--- src/rtl/intc_pkg.sv ---
package intc_pkg;

  localparam int IDX_CODE_W = 16;
  typedef logic [IDX_CODE_W-1:0] idx_t;

  // Word index map (behaviour depends on these values)
  localparam idx_t IX_IRQ_MSK = 16'd0;
  localparam idx_t IX_RAW_A   = 16'd1;
  localparam idx_t IX_IRQ_EN  = 16'd2;
  localparam idx_t IX_IRQ_OFF = 16'd3;
  localparam idx_t IX_SW_ON   = 16'd4;
  localparam idx_t IX_SW_OFF  = 16'd5;
  localparam idx_t IX_FIQ_MSK = 16'd8;
  localparam idx_t IX_RAW_B   = 16'd9;
  localparam idx_t IX_FIQ_EN  = 16'd10;
  localparam idx_t IX_FIQ_OFF = 16'd11;

  // Decoded write commands, one strobe per state-changing action
  typedef struct packed {
    logic irq_on;
    logic irq_off;
    logic fiq_on;
    logic fiq_off;
    logic sw_on;
    logic sw_off;
  } wr_cmd_t;

  function automatic logic rd_legal(idx_t i);
    return (i == IX_IRQ_MSK) || (i == IX_RAW_A) || (i == IX_IRQ_EN) ||
           (i == IX_SW_ON)   || (i == IX_FIQ_MSK) || (i == IX_RAW_B) ||
           (i == IX_FIQ_EN);
  endfunction

  function automatic logic wr_legal(idx_t i);
    return (i == IX_IRQ_EN) || (i == IX_IRQ_OFF) || (i == IX_SW_ON) ||
           (i == IX_SW_OFF) || (i == IX_FIQ_EN)  || (i == IX_FIQ_OFF);
  endfunction

endpackage

--- src/rtl/intc_mask_bank.sv ---
module intc_mask_bank #(
  parameter int W = 32
) (
  input  logic         clk,
  input  logic         rst_n,
  input  logic         set_stb,
  input  logic         clr_stb,
  input  logic [W-1:0] wdata,
  output logic [W-1:0] en_o
);

  logic [W-1:0] en_q;
  logic [W-1:0] en_d;

  // OR-in on set, knock out written ones on clear
  function automatic logic [W-1:0] next_mask(input logic [W-1:0] cur,
                                             input logic [W-1:0] val,
                                             input logic s,
                                             input logic c);
    logic [W-1:0] r;
    r = cur;
    if (s) r = r | val;
    if (c) r = r & ~val;
    return r;
  endfunction

  always_comb en_d = next_mask(en_q, wdata, set_stb, clr_stb);

  always_ff @(posedge clk or negedge rst_n) begin
    if (!rst_n) en_q <= '0;
    else        en_q <= en_d;
  end

  assign en_o = en_q;

endmodule

--- src/rtl/intc_level_stage.sv ---
module intc_level_stage #(
  parameter int W = 32
) (
  input  logic         clk,
  input  logic         rst_n,
  input  logic [W-1:0] src_i,
  input  logic         sw_on,
  input  logic         sw_off,
  output logic [W-1:0] level_o,
  output logic         sw_o
);

  logic         sw_q;
  logic         sw_d;
  logic [W-1:0] level_q;
  logic [W-1:0] level_d;

  // Software request on source 0: sticky until explicitly cleared
  always_comb begin
    sw_d = sw_q;
    if (sw_on)       sw_d = 1'b1;
    else if (sw_off) sw_d = 1'b0;
  end

  always_comb begin
    level_d    = src_i;
    level_d[0] = src_i[0] | sw_d;
  end

  always_ff @(posedge clk or negedge rst_n) begin
    if (!rst_n) begin
      sw_q    <= 1'b0;
      level_q <= '0;
    end else begin
      sw_q    <= sw_d;
      level_q <= level_d;
    end
  end

  assign level_o = level_q;
  assign sw_o    = sw_q;

endmodule

--- src/rtl/intc_regif.sv ---
module intc_regif
  import intc_pkg::*;
#(
  parameter int W     = 32,
  parameter int IDX_W = 6
) (
  input  logic             clk,
  input  logic             rst_n,
  input  logic             req_valid,
  input  logic             req_write,
  input  logic [IDX_W-1:0] req_idx,
  input  logic [W-1:0]     req_wdata,
  input  logic [W-1:0]     level,
  input  logic [W-1:0]     irq_en,
  input  logic [W-1:0]     fiq_en,
  output wr_cmd_t          cmd,
  output logic [W-1:0]     rdata_o,
  output logic             err_o
);

  idx_t         ix;
  logic         rd_req;
  logic         wr_req;
  logic         bad_acc;
  logic [W-1:0] rd_val;
  logic [W-1:0] rdata_q;
  logic         err_q;

  always_comb begin
    ix = '0;
    ix[IDX_W-1:0] = req_idx;
  end

  assign rd_req  = req_valid && !req_write;
  assign wr_req  = req_valid &&  req_write;
  assign bad_acc = (rd_req && !rd_legal(ix)) || (wr_req && !wr_legal(ix));

  function automatic logic [W-1:0] read_value(input idx_t i,
                                              input logic [W-1:0] lv,
                                              input logic [W-1:0] ie,
                                              input logic [W-1:0] fe);
    logic [W-1:0] r;
    r = '0;
    case (i)
      IX_IRQ_MSK: r = lv & ie;
      IX_RAW_A:   r = lv;
      IX_IRQ_EN:  r = ie;
      IX_SW_ON:   r[0] = lv[0];
      IX_FIQ_MSK: r = lv & fe;
      IX_RAW_B:   r = lv;
      IX_FIQ_EN:  r = fe;
      default:    r = '0;
    endcase
    return r;
  endfunction

  always_comb rd_val = read_value(ix, level, irq_en, fiq_en);

  always_comb begin
    cmd         = '0;
    cmd.irq_on  = wr_req && (ix == IX_IRQ_EN);
    cmd.irq_off = wr_req && (ix == IX_IRQ_OFF);
    cmd.fiq_on  = wr_req && (ix == IX_FIQ_EN);
    cmd.fiq_off = wr_req && (ix == IX_FIQ_OFF);
    cmd.sw_on   = wr_req && (ix == IX_SW_ON)  && req_wdata[0];
    cmd.sw_off  = wr_req && (ix == IX_SW_OFF) && req_wdata[0];
  end

  always_ff @(posedge clk or negedge rst_n) begin
    if (!rst_n) begin
      rdata_q <= '0;
      err_q   <= 1'b0;
    end else begin
      err_q <= bad_acc;
      if (rd_req) rdata_q <= rd_val;
    end
  end

  assign rdata_o = rdata_q;
  assign err_o   = err_q;

endmodule

--- src/rtl/intc_dual.sv ---
module intc_dual
  import intc_pkg::*;
#(
  parameter int NUM_SRC = 32,
  parameter int IDX_W   = 6
) (
  input  logic               clk,
  input  logic               rst_n,
  input  logic [NUM_SRC-1:0] src_i,
  input  logic               req_valid,
  input  logic               req_write,
  input  logic [IDX_W-1:0]   req_idx,
  input  logic [NUM_SRC-1:0] req_wdata,
  output logic [NUM_SRC-1:0] rsp_rdata,
  output logic               err_o,
  output logic               irq_o,
  output logic               fiq_o
);

  localparam int N_BANK = 2;  // 0 = normal, 1 = fast

  wr_cmd_t            cmd;
  logic [NUM_SRC-1:0] level_q;
  logic               sw_q;
  logic [NUM_SRC-1:0] irq_en;
  logic [NUM_SRC-1:0] fiq_en;
  logic [NUM_SRC-1:0] bank_en  [N_BANK];
  logic               bank_set [N_BANK];
  logic               bank_clr [N_BANK];
  logic               irq_hit;
  logic               fiq_hit;

  intc_regif #(.W(NUM_SRC), .IDX_W(IDX_W)) u_regif (
    .clk       (clk),
    .rst_n     (rst_n),
    .req_valid (req_valid),
    .req_write (req_write),
    .req_idx   (req_idx),
    .req_wdata (req_wdata),
    .level     (level_q),
    .irq_en    (irq_en),
    .fiq_en    (fiq_en),
    .cmd       (cmd),
    .rdata_o   (rsp_rdata),
    .err_o     (err_o)
  );

  intc_level_stage #(.W(NUM_SRC)) u_level (
    .clk     (clk),
    .rst_n   (rst_n),
    .src_i   (src_i),
    .sw_on   (cmd.sw_on),
    .sw_off  (cmd.sw_off),
    .level_o (level_q),
    .sw_o    (sw_q)
  );

  always_comb begin
    bank_set[0] = cmd.irq_on;
    bank_clr[0] = cmd.irq_off;
    bank_set[1] = cmd.fiq_on;
    bank_clr[1] = cmd.fiq_off;
  end

  for (genvar g = 0; g < N_BANK; g++) begin : g_bank
    intc_mask_bank #(.W(NUM_SRC)) u_bank (
      .clk     (clk),
      .rst_n   (rst_n),
      .set_stb (bank_set[g]),
      .clr_stb (bank_clr[g]),
      .wdata   (req_wdata),
      .en_o    (bank_en[g])
    );
  end

  assign irq_en  = bank_en[0];
  assign fiq_en  = bank_en[1];

  // Outputs depend on flops only: they move one cycle after any change
  assign irq_hit = |(level_q & irq_en);
  assign fiq_hit = |(level_q & fiq_en);
  assign irq_o   = irq_hit;
  assign fiq_o   = fiq_hit;

endmodule

--- config.mk ---
export PLATFORM = sky130hd
export DESIGN_NAME = intc_dual
export DESIGN_NICKNAME = d
export VERILOG_FILES = /design/src/rtl/intc_pkg.sv /design/src/rtl/intc_mask_bank.sv /design/src/rtl/intc_level_stage.sv /design/src/rtl/intc_regif.sv /design/src/rtl/intc_dual.sv
export SDC_FILE = /design/constraint.sdc
export NUM_CORES = 1
export LEC_CHECK = 0
export ABC_AREA = 1
export BUFFER_PORTS_ARGS = -buffer_cell sky130_fd_sc_hd__buf_2
export CORE_ASPECT_RATIO = 0.7
export CORE_UTILIZATION = 35
export CTS_CLUSTER_SIZE = 40
export DETAILED_ROUTE_END_ITERATION = 10
export SLEW_MARGIN = 10
export SYNTH_ARGS = -nofsm -noshare
export SYNTH_HDL_FRONTEND = slang
export SYNTH_SLANG_ARGS = --single-unit
--- constraint.sdc ---
create_clock -name clk -period 1 [get_ports clk]
set_input_delay 0.15 -clock clk [delete_from_list [all_inputs] [get_ports clk]]
set_output_delay 0.15 -clock clk [all_outputs]
set_load 0.1 [all_outputs]
==> impl_metrics.yaml <==
setup_path:
  path_cells: "nand2_2, nand4_1, nor2_2, nand4_1, buf_8"
  critPathLaunch: "u_level.level_o[27]"
  worstPathArrival_ns: 1.75
  cp.required_ns: 0.85
  cpMostUsedCell: "nand4_1"
  cp-start-kind: "flip-flop"
  criticalPathCategory: "reg -> out"
  slowest_stage: "dfrtp_1"
  crit_path_max_incr_delay_ns: 0.41
  cp-end-kind: "output pin"
  crit_fanout: 3
run:
  max_cap_violations: 0
place:
  numPortBuffers: 108
  gp_congestion: 0.891
  pre_cts_ws_ns: -0.502
  dpl.hpwl_um: 16400
  dp_cells: 1356
sta:
  finClkSkew_ns: 0.00635
  finalCritPeriodShare_pct: 190
  hold_viol_final: 0
  period_minus_slack_ns: 1.90
  tightest_slew_ns: 0.308
  hold_ws_ns: 0.0171
  rsz0062_at_grt: "yes"
  max_slew_margin_pct: 79.5
  setup_ws_ns: -0.904
  slew_violations: 0
  fmax_mhz: 525
  setup_violations: 104
global_routing:
  grt_antenna_before_repair: 0
  grt_pass1_wl_um: 38000
  grt_pass1_vias: 7069
  grt_overflow_total: 0
  grt_max_degree: 29
  gr-usage-all-layers_pct: 25.0
layout:
  nNetsFinal: 1277
  seq_area_um2: 3300
  fin_util_pct: 61.9
  multi_input_area_um2: 3480
  drive_gt1_share_pct: 42.1
  area_growth_pct: 71.7
  num-fill-cells: 1594
  antenna_cells: 0
  stdcell_count: 1480
floorplan:
  ios: 109
  core_area_um2: 19100
  die_h_um: 119
  row_count: 42
  die_x_um: 170
  initial_core_util_pct: 36.0
  die_area_um2: 20200
clocking:
  htreeDepth: 4
  max-clock-path-buffers: 2
  cts_buffers: 17
  cts_tree: "yes"
  clk_pin_slew_ns: 0.05
  cts_root_buffer: "clkbuf_16"
  clkLatencyLatePin_ns: 0.43
  clock_sinks: 130
logic_synthesis:
  ys_types: 25
  synthTopCellsByCount: "nand2_1 (292), inv_1 (140), dfrtp_1 (130), nand3_1 (67), nand4_1 (56)"
  synth_area_leader_cell: "dfrtp_1"
  synth_edf_count: 0
  netlist_area_um2: 6880
  async_flop_share_pct: 100
  synthesis.nets: 967
  synth_top_area_share_pct: 47.3
  synth_flop_cell: "dfrtp_1"
  yosysMostFrequentCell: "nand2_1"
  avgSynthCellArea_um2: 7.70
  ys_seq_elements: 130
  seq_area_frac_synth_pct: 47.3
  synthTopCellsByArea: "dfrtp_1 (47%), nand2_1 (16%), inv_1 (7.6%)"
  syn_inst: 893
  yosys_warnings: 0
routing:
  drt_wl_total_um: 26000
  vias: 7423
  wl_per_cell_um: 17.6
  drc: 0
  postRouteAntennaNets: 0
  drt-vias-per-instance: 5.02
  drt_iter0_markers: 709
  dr.pass1.iters: 5
power:
  power_density_nw_per_um2: 1360
  ir_drop_v: 0.000835
  leakagePower_uw: 0.00610
  finalPower_uw: 16000
run_status:
  outcome: "finished, violations left"
  violations: "setup timing"
hold_path:
  hp-class: "in -> reg"
  hold_path_startpoint: "req_wdata[0]"
==> path summary, 6_finish.rpt <==
check                                      end  slack [ns]  cells after the start
setup / recovery                         irq_o       -0.90                      5
hold / removal                       flip-flop        0.02                      3
setup reg to reg           u_regif.rdata_o[18]       -0.14                      7
hold reg to reg            u_regif.rdata_o[29]        0.51                      2
max in group asynchronous  u_regif.rdata_o[17]        0.36                      3
min in group asynchronous   u_regif.rdata_o[3]        0.16                      2
==> metal layers <==
metal  track usage, %  up-vias  share of wire [%]
li1                 -     3506                  -
met2             36.3      331                 44
met3             4.25       43                7.7
met4             8.56        0                1.8
met1             37.2     3543                 46
met5                0        -                  0
==> worst max-delay path, delay by kind of cell, from the launching register on <==
kind | cells | cell delay, ns
buf+inv | 1 | 0.23
flops | 1 | 0.41
simple gates | 4 | 0.68
==> cell usage in the layout (no fill, tap or decap), types with 3 or more instances in the layout <==
cell and instances:
clkbuf_1 3, o21bai_1 27, dfrtp_1 96, nand2_2 53
nand2_4 4, nor2_1 12, bufinv_16 5, o21ai_2 20
nor2_4 8, o21ai_1 13, nand3_1 43, clkbuf_8 3
o21bai_4 4, nand3_2 21, buf_12 55, buf_2 68
nor2_2 7, nand4_1 56, o21a_1 31, buf_8 8
nand3_4 4, nand2_1 236, a22oi_2 28, inv_2 24
buf_6 29, clkbuf_16 24, clkinvlp_4 3, inv_1 116
dfrtp_2 34, a22oi_1 3, dlygate4sd3_1 64, buf_4 101
==> metrics by stage <==
| step | area, um^2 | TNS, ns |
|---|---|---|
| 6_report | 11800 | -9.64 |
| 2_1_floorplan | 7140 | -10.68 |
| 3_5_place_dp | 9400 | -38.93 |
| 4_1_cts | 10900 | -9.12 |
| 3_3_place_gp | 9400 | -37.57 |
| 5_1_grt | 11800 | -14.01 |
==> report_power, final <==
group | leakage (uW) | switching (uW) | total (uW) | internal [uW]
sequential | 0.00152 | 288 | 5900 | 5610
combinational | 0.00427 | 1680 | 3100 | 1420
clock | 0.000310 | 2400 | 7010 | 4620
==> cells by family after synthesis <==
logic type,Yosys count,share of synthesized area [%]
compound gates,131,12.9
buf+inv,185,11.3
flops,130,47.3
simple gates,447,28.5
==> repair_timing <==
item / 4_1_cts / 5_1_grt
resized for setup: 64 / 157
pin swaps: 48 / 90
endpoints found under the hold margin: 193 / 0
gates cloned: 1 / 9
setup endpoints to repair: 64 / 120
hold buffers: 64 / 0
setup buffers: 9 / 18
==> area by class of cell <==
type                    instances  share of cell area (%)
inverters                     142                    4.60
repair buffers                334                    29.6
clock inverters                 9                    1.50
clock buffers                  23                    4.05
multi-input cells             578                    29.5
well taps                     264                    2.80
flip-flops and latches        130                    27.9
(Power assumes the default switching activity.)
